**src/rtl/stepper_seq_pkg.sv**
```systemverilog
package stepper_seq_pkg;

  localparam int unsigned SEQ_POSITIONS = 8;
  localparam int unsigned SEQ_W = $clog2(SEQ_POSITIONS);

  // strobes from control to datapath, one cycle each
  typedef struct packed {
    logic goHome;
    logic advance;
    logic reverse;
    logic doubleStep;
  } seqCmd_t;

  // bridge drive word
  typedef struct packed {
    logic enA;
    logic phaseA;
    logic enB;
    logic phaseB;
  } bridgeDrive_t;

  // quadrature table: even index -> both windings, odd index -> one winding
  function automatic bridgeDrive_t decodeState(input logic [SEQ_W-1:0] pos);
    bridgeDrive_t d;
    case (pos)
      3'd0:    d = '{enA: 1'b1, phaseA: 1'b1, enB: 1'b1, phaseB: 1'b1};
      3'd1:    d = '{enA: 1'b0, phaseA: 1'b0, enB: 1'b1, phaseB: 1'b1};
      3'd2:    d = '{enA: 1'b1, phaseA: 1'b0, enB: 1'b1, phaseB: 1'b1};
      3'd3:    d = '{enA: 1'b1, phaseA: 1'b0, enB: 1'b0, phaseB: 1'b0};
      3'd4:    d = '{enA: 1'b1, phaseA: 1'b0, enB: 1'b1, phaseB: 1'b0};
      3'd5:    d = '{enA: 1'b0, phaseA: 1'b0, enB: 1'b1, phaseB: 1'b0};
      3'd6:    d = '{enA: 1'b1, phaseA: 1'b1, enB: 1'b1, phaseB: 1'b0};
      default: d = '{enA: 1'b1, phaseA: 1'b1, enB: 1'b0, phaseB: 1'b0};
    endcase
    return d;
  endfunction

endpackage

```
**src/rtl/seq_input_sync.sv**
```systemverilog
module seq_input_sync #(
  parameter int unsigned WIDTH = 4,
  parameter int unsigned STAGES = 2,
  parameter logic [WIDTH-1:0] RST_VAL = '0
) (
  input  logic             clk,
  input  logic             rst_n,
  input  logic [WIDTH-1:0] asyncIn,
  output logic [WIDTH-1:0] syncOut
);

  localparam int unsigned LAST = STAGES - 1;

  for (genvar g = 0; g < WIDTH; g++) begin : g_bit
    logic [STAGES-1:0] chain;

    always_ff @(posedge clk or negedge rst_n) begin
      if (!rst_n) begin
        chain <= {STAGES{RST_VAL[g]}};
      end else begin
        chain <= {chain[STAGES-2:0], asyncIn[g]};
      end
    end

    assign syncOut[g] = chain[LAST];
  end

endmodule

```
**src/rtl/seq_ctrl.sv**
```systemverilog
module seq_ctrl
  import stepper_seq_pkg::*;
(
  input  logic    clk,
  input  logic    rst_n,
  input  logic    stepSync,
  input  logic    dirSync,
  input  logic    halfSync,
  input  logic    homeSyncN,
  output seqCmd_t cmd
);

  logic stepPrev;
  logic stepRise;

  always_ff @(posedge clk or negedge rst_n) begin
    if (!rst_n) begin
      stepPrev <= 1'b0;
    end else begin
      stepPrev <= stepSync;
    end
  end

  assign stepRise = stepSync & ~stepPrev;

  // home has priority; direction and mode taken in the edge cycle
  always_comb begin
    cmd.goHome     = ~homeSyncN;
    cmd.advance    = stepRise & homeSyncN;
    cmd.reverse    = ~dirSync;
    cmd.doubleStep = ~halfSync;
  end

endmodule

```
**src/rtl/seq_datapath.sv**
```systemverilog
module seq_datapath
  import stepper_seq_pkg::*;
(
  input  logic             clk,
  input  logic             rst_n,
  input  seqCmd_t          cmd,
  output logic [SEQ_W-1:0] stepState,
  output bridgeDrive_t     drive
);

  logic [SEQ_W-1:0] stride;
  logic [SEQ_W-1:0] moved;
  logic [SEQ_W-1:0] nextState;

  assign stride = cmd.doubleStep ? SEQ_W'(2) : SEQ_W'(1);
  assign moved  = cmd.reverse ? (stepState - stride) : (stepState + stride);

  always_comb begin
    if (cmd.goHome) begin
      nextState = '0;
    end else if (cmd.advance) begin
      nextState = moved;
    end else begin
      nextState = stepState;
    end
  end

  always_ff @(posedge clk or negedge rst_n) begin
    if (!rst_n) begin
      stepState <= '0;
      drive     <= decodeState('0);
    end else begin
      stepState <= nextState;
      drive     <= decodeState(nextState);
    end
  end

endmodule

```
**src/rtl/stepper_phase_seq.sv**
```systemverilog
module stepper_phase_seq
  import stepper_seq_pkg::*;
#(
  parameter int unsigned SYNC_STAGES = 2
) (
  input  logic             clk,
  input  logic             rst_n,
  input  logic             stepIn,
  input  logic             dirIn,
  input  logic             halfSel,
  input  logic             homeN,
  output logic [SEQ_W-1:0] stepState,
  output logic             enA,
  output logic             phaseA,
  output logic             enB,
  output logic             phaseB
);

  localparam int unsigned IN_W = 4;

  logic [IN_W-1:0] syncVec;
  seqCmd_t         cmd;
  bridgeDrive_t    drive;

  seq_input_sync #(
    .WIDTH  (IN_W),
    .STAGES (SYNC_STAGES),
    .RST_VAL(4'b1000)
  ) u_sync (
    .clk    (clk),
    .rst_n  (rst_n),
    .asyncIn({homeN, halfSel, dirIn, stepIn}),
    .syncOut(syncVec)
  );

  seq_ctrl u_ctrl (
    .clk      (clk),
    .rst_n    (rst_n),
    .stepSync (syncVec[0]),
    .dirSync  (syncVec[1]),
    .halfSync (syncVec[2]),
    .homeSyncN(syncVec[3]),
    .cmd      (cmd)
  );

  seq_datapath u_dp (
    .clk      (clk),
    .rst_n    (rst_n),
    .cmd      (cmd),
    .stepState(stepState),
    .drive    (drive)
  );

  assign enA    = drive.enA;
  assign phaseA = drive.phaseA;
  assign enB    = drive.enB;
  assign phaseB = drive.phaseB;

endmodule

```
**config.mk**
```make
export PLATFORM = sky130hd
export DESIGN_NAME = stepper_phase_seq
export DESIGN_NICKNAME = d
export VERILOG_FILES = /design/src/rtl/stepper_seq_pkg.sv /design/src/rtl/seq_input_sync.sv /design/src/rtl/seq_ctrl.sv /design/src/rtl/seq_datapath.sv /design/src/rtl/stepper_phase_seq.sv
export SDC_FILE = /design/constraint.sdc
export NUM_CORES = 1
export LEC_CHECK = 0
export ABC_AREA = 1
export BUFFER_PORTS_ARGS = -buffer_cell sky130_fd_sc_hd__buf_2
export CAP_MARGIN = 25
export CORE_AREA = 2 2 39 41
export CTS_CLUSTER_SIZE = 40
export DETAILED_ROUTE_END_ITERATION = 10
export DIE_AREA = 0 0 41 43
export PLACE_DENSITY = 0.7
export REMOVE_ABC_BUFFERS = 1
export SLEW_MARGIN = 30
export SYNTH_ARGS = -nofsm -noshare
export SYNTH_HDL_FRONTEND = slang
export SYNTH_SLANG_ARGS = --single-unit
```
**constraint.sdc**
```tcl
create_clock -name clk -period 4.03 [get_ports clk]
set_input_delay 0.403 -clock clk [delete_from_list [all_inputs] [get_ports clk]]
set_output_delay 0.403 -clock clk [all_outputs]
set_load 0.05 [all_outputs]
```
## Word level (Yosys, flattened, before mapping)

Cells that the tools add are included.
W data, S select, Z words.

| cells by class | value |
|---|---|
| multiplexer cells | 5 |
| reductions and logical operators | 1 |
| add/sub/neg operators | 2 |
| equal/unequal tests | 6 |
| bitwise logic cells | 3 |

Operator list:

| operator | count |
|---|---|
| $pmux W4 S7 | 1 |
| $eq A3 B3 Y1 const B | 3 |
| $mux W3 | 3 |
| $eq A3 B2 Y1 const B | 2 |
| $add A3 B3 Y3 | 1 |
| $eq A3 B1 Y1 const B | 1 |
| $logic_not A3 Y1 | 1 |
| $sub A3 B3 Y3 | 1 |
| $and A1 B1 Y1 | 2 |
| $mux W2 | 1 |
| $not A1 Y1 | 1 |

| storage, ports and cells | value |
|---|---|
| register bits | 16 |
| word-level logic and storage cells | 27 |
| output and inout port bits | 7 |

## Depth between registers and ports, before layout

| depth | value |
|---|---|
| depth in word-level cells | 7 |
| gate-level depth with buffers | 11 |
| mapped depth without buffers | 11 |

## Cells and area by module

A second synthesis with hierarchy kept.

| unflattened totals | value |
|---|---|
| cells, all modules | 59 |
| area total of the unflattened synthesis | 639.4 um^2 |

Modules (own cells, without submodules):

| module | cells an instance | times used | area an instance (um^2) | seq. area each (um^2) |
|---|---|---|---|---|
| seq_datapath | 41 | 1 | 360.3 | 180.2 |
| seq_input_sync | 12 | 1 | 232.7 | 202.7 |
| seq_ctrl | 6 | 1 | 46.3 | 25.0 |

## Least setup slack after synthesis

Ideal clock, no wire load.

| path | value |
|---|---|
| kind | flip-flop to flip-flop |
| start | reg u_dp.stepState[0] |
| end | reg u_dp.drive[2] (netlist name) |
| cell stages (with the launch flop) | 11 |
| buffers on the path | 0 |
| arrival | 1708 ps |
| data required time | 3958 ps |
| path slack | 2250 ps |
| library setup time | 72 ps |
| period minus slack after synthesis | 1780 ps |
| cells stage by stage | dfrtp_1 ha_1 fa_1 inv_1 nand2_1 nand2_1 nand3_1 nand3_1 nand2_1 nand2_1 inv_1 |

| on the way | value |
|---|---|
| longest elaborated chain between the ends | 6 |
| elaborated cells on any way between the ends | 13 |

Ends and longest elaborated chain:

| what | RTL line | text |
|---|---|---|
| start, declared | seq_datapath.sv:7 | `output logic [SEQ_W-1:0] stepState,` |
| start signal, assigned | seq_datapath.sv:33 | `stepState <= nextState;` |
| $sub A3 B3 Y3 or $add A3 B3 Y3 (tied branches) | seq_datapath.sv:16 | `assign moved = cmd.reverse ? (stepState - stride) : (stepState + stride);` |
| $mux W3 | seq_datapath.sv:16 |  |
| $mux W3 * | seq_datapath.sv:21 | `end else if (cmd.advance) begin` |
| $mux W3 * | seq_datapath.sv:19 | `if (cmd.goHome) begin` |
| $eq A3 B3 Y1, or another cell as far along | stepper_seq_pkg.sv:25 | `case (pos)` |
| $pmux W4 S7 * | stepper_seq_pkg.sv:25 |  |

Mark *: on every way between the ends. The rest lies on a longest branch, timed or not.

## Worst setup path after layout

| path | value |
|---|---|
| start | reg u_dp.stepState[0] |
| end | reg u_dp.drive[0] (netlist name) |

| on the way | value |
|---|---|
| longest elaborated chain between the ends | 6 |
| elaborated cells on any way between the ends | 13 |

Ends and longest elaborated chain:

| what | RTL line |
|---|---|
| $sub A3 B3 Y3 or $add A3 B3 Y3 (tied branches) | seq_datapath.sv:16 |
| $mux W3 | seq_datapath.sv:16 |
| $mux W3 * | seq_datapath.sv:21 |
| $mux W3 * | seq_datapath.sv:19 |
| $eq A3 B3 Y1, or another cell as far along | stepper_seq_pkg.sv:25 |
| $pmux W4 S7 * | stepper_seq_pkg.sv:25 |

Marked as above.

==> results.json <==
{
  "fin_util_pct": 52.9,
  "dp.cells": 86,
  "root_buffer": "clkbuf_4",
  "slew_viol_final": 0,
  "initial_core_util_pct": 45.2,
  "place.gp.congestion": 0.710,
  "slew_headroom_pct": 78.2,
  "synth_top_area_share_pct": 40.0,
  "crit_type": "reg -> reg",
  "cts_buffers": 3,
  "fin_skew_ns": 0.00315,
  "io_buffers": 12,
  "clk_pin_slew_worst_paths_ns": 0.08,
  "syn_to_final_growth_pct": 17.0,
  "irDropWorstVdd_mv": 0.225,
  "synthTopCellsByArea": "dfrtp_1, dfstp_2, nand2_1",
  "wl_per_cell_um": 9.50,
  "final_common_cell": "nand2_1",
  "p_clk_share_pct": 27.1,
  "maxCapViolCount": 0,
  "fmax_mhz": 625,
  "grt.total_usage_pct": 13.9,
  "ys_seq_area_share_pct": 65.2,
  "drive_gt1_share_pct": 37.8,
  "outcome": "complete, no violations",
  "antenna_found_initial": 0,
  "finalSetupViolCount": 0,
  "stdcell_count": 90,
  "die_w_um": 41,
  "io_pins": 13,
  "postCtsResizedCells": 0,
  "finalNetCount": 83,
  "hpwl_um": 644,
  "critical_path.max_fanout": 4,
  "final_cell_mix": "nand2_1, inv_1, buf_2, dfrtp_1, dfstp_2",
  "yosysWarnings": 0,
  "critPathTopFamily": "adder cells",
  "tightest_slew_ns": 0.327,
  "vias": 386,
  "ys_seq_elements": 16,
  "cts_tree": "yes",
  "cpMostUsedCell": "nand2_2",
  "internal_power_w": 0.000222,
  "yosys.area.top_type": "dfrtp_1",
  "core.rowCount": 14,
  "hold_viol_final": 0,
  "fin_setup_tns_ns": 0,
  "rsz0062_at_grt": "no",
  "cts_setup_buffers": 0,
  "slowest_delay_ns": 0.50,
  "p_seq_share_pct": 58.8,
  "cpMaxStageDelayCell": "fa_1",
  "grt_pass1_vias": 385,
  "start_kind": "register",
  "grt_max_degree": 17,
  "htree_levels": 1,
  "drt_iter0_markers": 1,
  "die_h_um": 43,
  "p_sw_share_pct": 26.2,
  "ctsHoldBuffers": 0,
  "crit_buf_inv": 1,
  "synth.distinct_cells": 13,
  "clockBufferDepth": 2,
  "overflow": 0,
  "worstPathCellList": "ha_1 -> fa_1 -> inv_1 -> nand2_2 -> nand2_2 -> nor2_1 -> nor2_2",
  "syn_area_sq_um": 626,
  "p_comb_share_pct": 14.0,
  "layout_min_cycle_time_ns": 1.60,
  "drcViolationCount": 0,
  "hold_path.class": "in -> async",
  "pwr_density_cell_mw_per_mm2": 410,
  "drt_pre_antenna_iters": 4,
  "synthCells": 58,
  "cts.sink_count": 16,
  "p_leak_nw": 0.390,
  "cp_data_arrival_time_ns": 1.81,
  "vias_per_cell": 4.29,
  "p_switching_w": 0.0000786,
  "die_area_sq_mm": 0.00176,
  "drt_wl_total_um": 855,
  "grt_first_pass_wirelength_um": 1570,
  "postSynthAreaPerCell_sq_um": 10.8,
  "core_sq_mm": 0.00138,
  "drtAntennaViolNets": 0,
  "required_ns": 4.24,
  "final.period_utilization_pct": 39.7,
  "endpoint_kind": "register",
  "clock_latency_ns": 0.27,
  "n_antenna_cell": 0
}
==> synth_stat cells (all sizes together) <==
master	n
fa	1
nand3	4
ha	1
nand4	1
a21boi	1
nand2	18
dfstp	6
dfrtp	10
inv	13
nor2	3
==> flip-flops by register name, summed over array words and instances (netlist names) <==
signal	flops
u_ctrl.stepPrev	1
u_dp.drive	4
u_sync.g_bit.chain	8
u_dp.stepState	3
==> worst reg2reg max path, stage by stage, from the launching register on <==
cell and delay, ns:
dfrtp_1 0.39, ha_1 0.21, fa_1 0.50, inv_1 0.05
nand2_2 0.07, nand2_2 0.08, nor2_1 0.17, nor2_2 0.06
==> cell type report <==
| type | instances | area (sq um) |
|---|---|---|
| well taps | 16 | 20.0 |
| clock buffers | 4 | 26.3 |
| repair buffers | 12 | 60.1 |
| flip-flops and latches | 16 | 408 |
| inverters | 13 | 48.8 |
| fillers | 129 | 652 |
| multi-input cells | 29 | 169 |
==> worst paths after layout <==
kind / startpoint / endpoint / slack, ns / cells past startpoint
hold / removal: rst_n / u_sync.g_bit[0].chain[0] / 0.02 / 1
min in group clk: homeN / u_sync.g_bit[3].chain[0] / 0.22 / 1
max in group asynchronous: rst_n / u_dp.drive[3] / 3.72 / 1
setup reg to reg: u_dp.stepState[0] / u_dp.drive[0] / 2.43 / 7
hold reg to reg: u_sync.g_bit[0].chain[0] / u_sync.g_bit[0].chain[1] / 0.35 / 0
setup / recovery: u_dp.stepState[0] / u_dp.drive[0] / 2.43 / 7
==> stage by stage <==
stage	cell area, sq um	setup slack (ns)	total power, W	hold slack [ns]
floorplan	626	2.25	0.000210	0.107
CTS	732	2.41	0.000306	0.0123
detailed placement	706	2.43	0.000223	0.321
global route	732	2.25	0.000318	0.0226
finish	732	2.43	0.000300	0.0151
global placement	706	2.47	0.000222	0.324
==> power groups by stage <==
stage               combinational (W)  clock [W]  sequential, W
finish                      0.0000422  0.0000814       0.000177
global route                0.0000469  0.0000933       0.000178
CTS                         0.0000432  0.0000865       0.000177
detailed placement          0.0000429          0       0.000180
global placement            0.0000425          0       0.000179
floorplan                   0.0000155          0       0.000194
==> metal layers <==
layer	vias up	track usage, %	wire length, um	part of all wire (%)
met2	4	19.4	439	51
met1	176	18.5	382	45
met3	2	1.57	21	2.5
li1	204	-	-	-
met5	-	0	0	0
met4	0	12.0	11	1.3
==> logic make-up after synthesis <==
logic type               Yosys count  synth area share [%]
AND/OR/NAND/NOR                   26                  20.0
flip-flops                        16                  65.2
buffers and inverters             13                  7.80
adder cells (fa/ha/maj)            2                  5.20
AO/OA/AOI/OAI                      1                  1.80
Power figures use the tool's default switching activity.
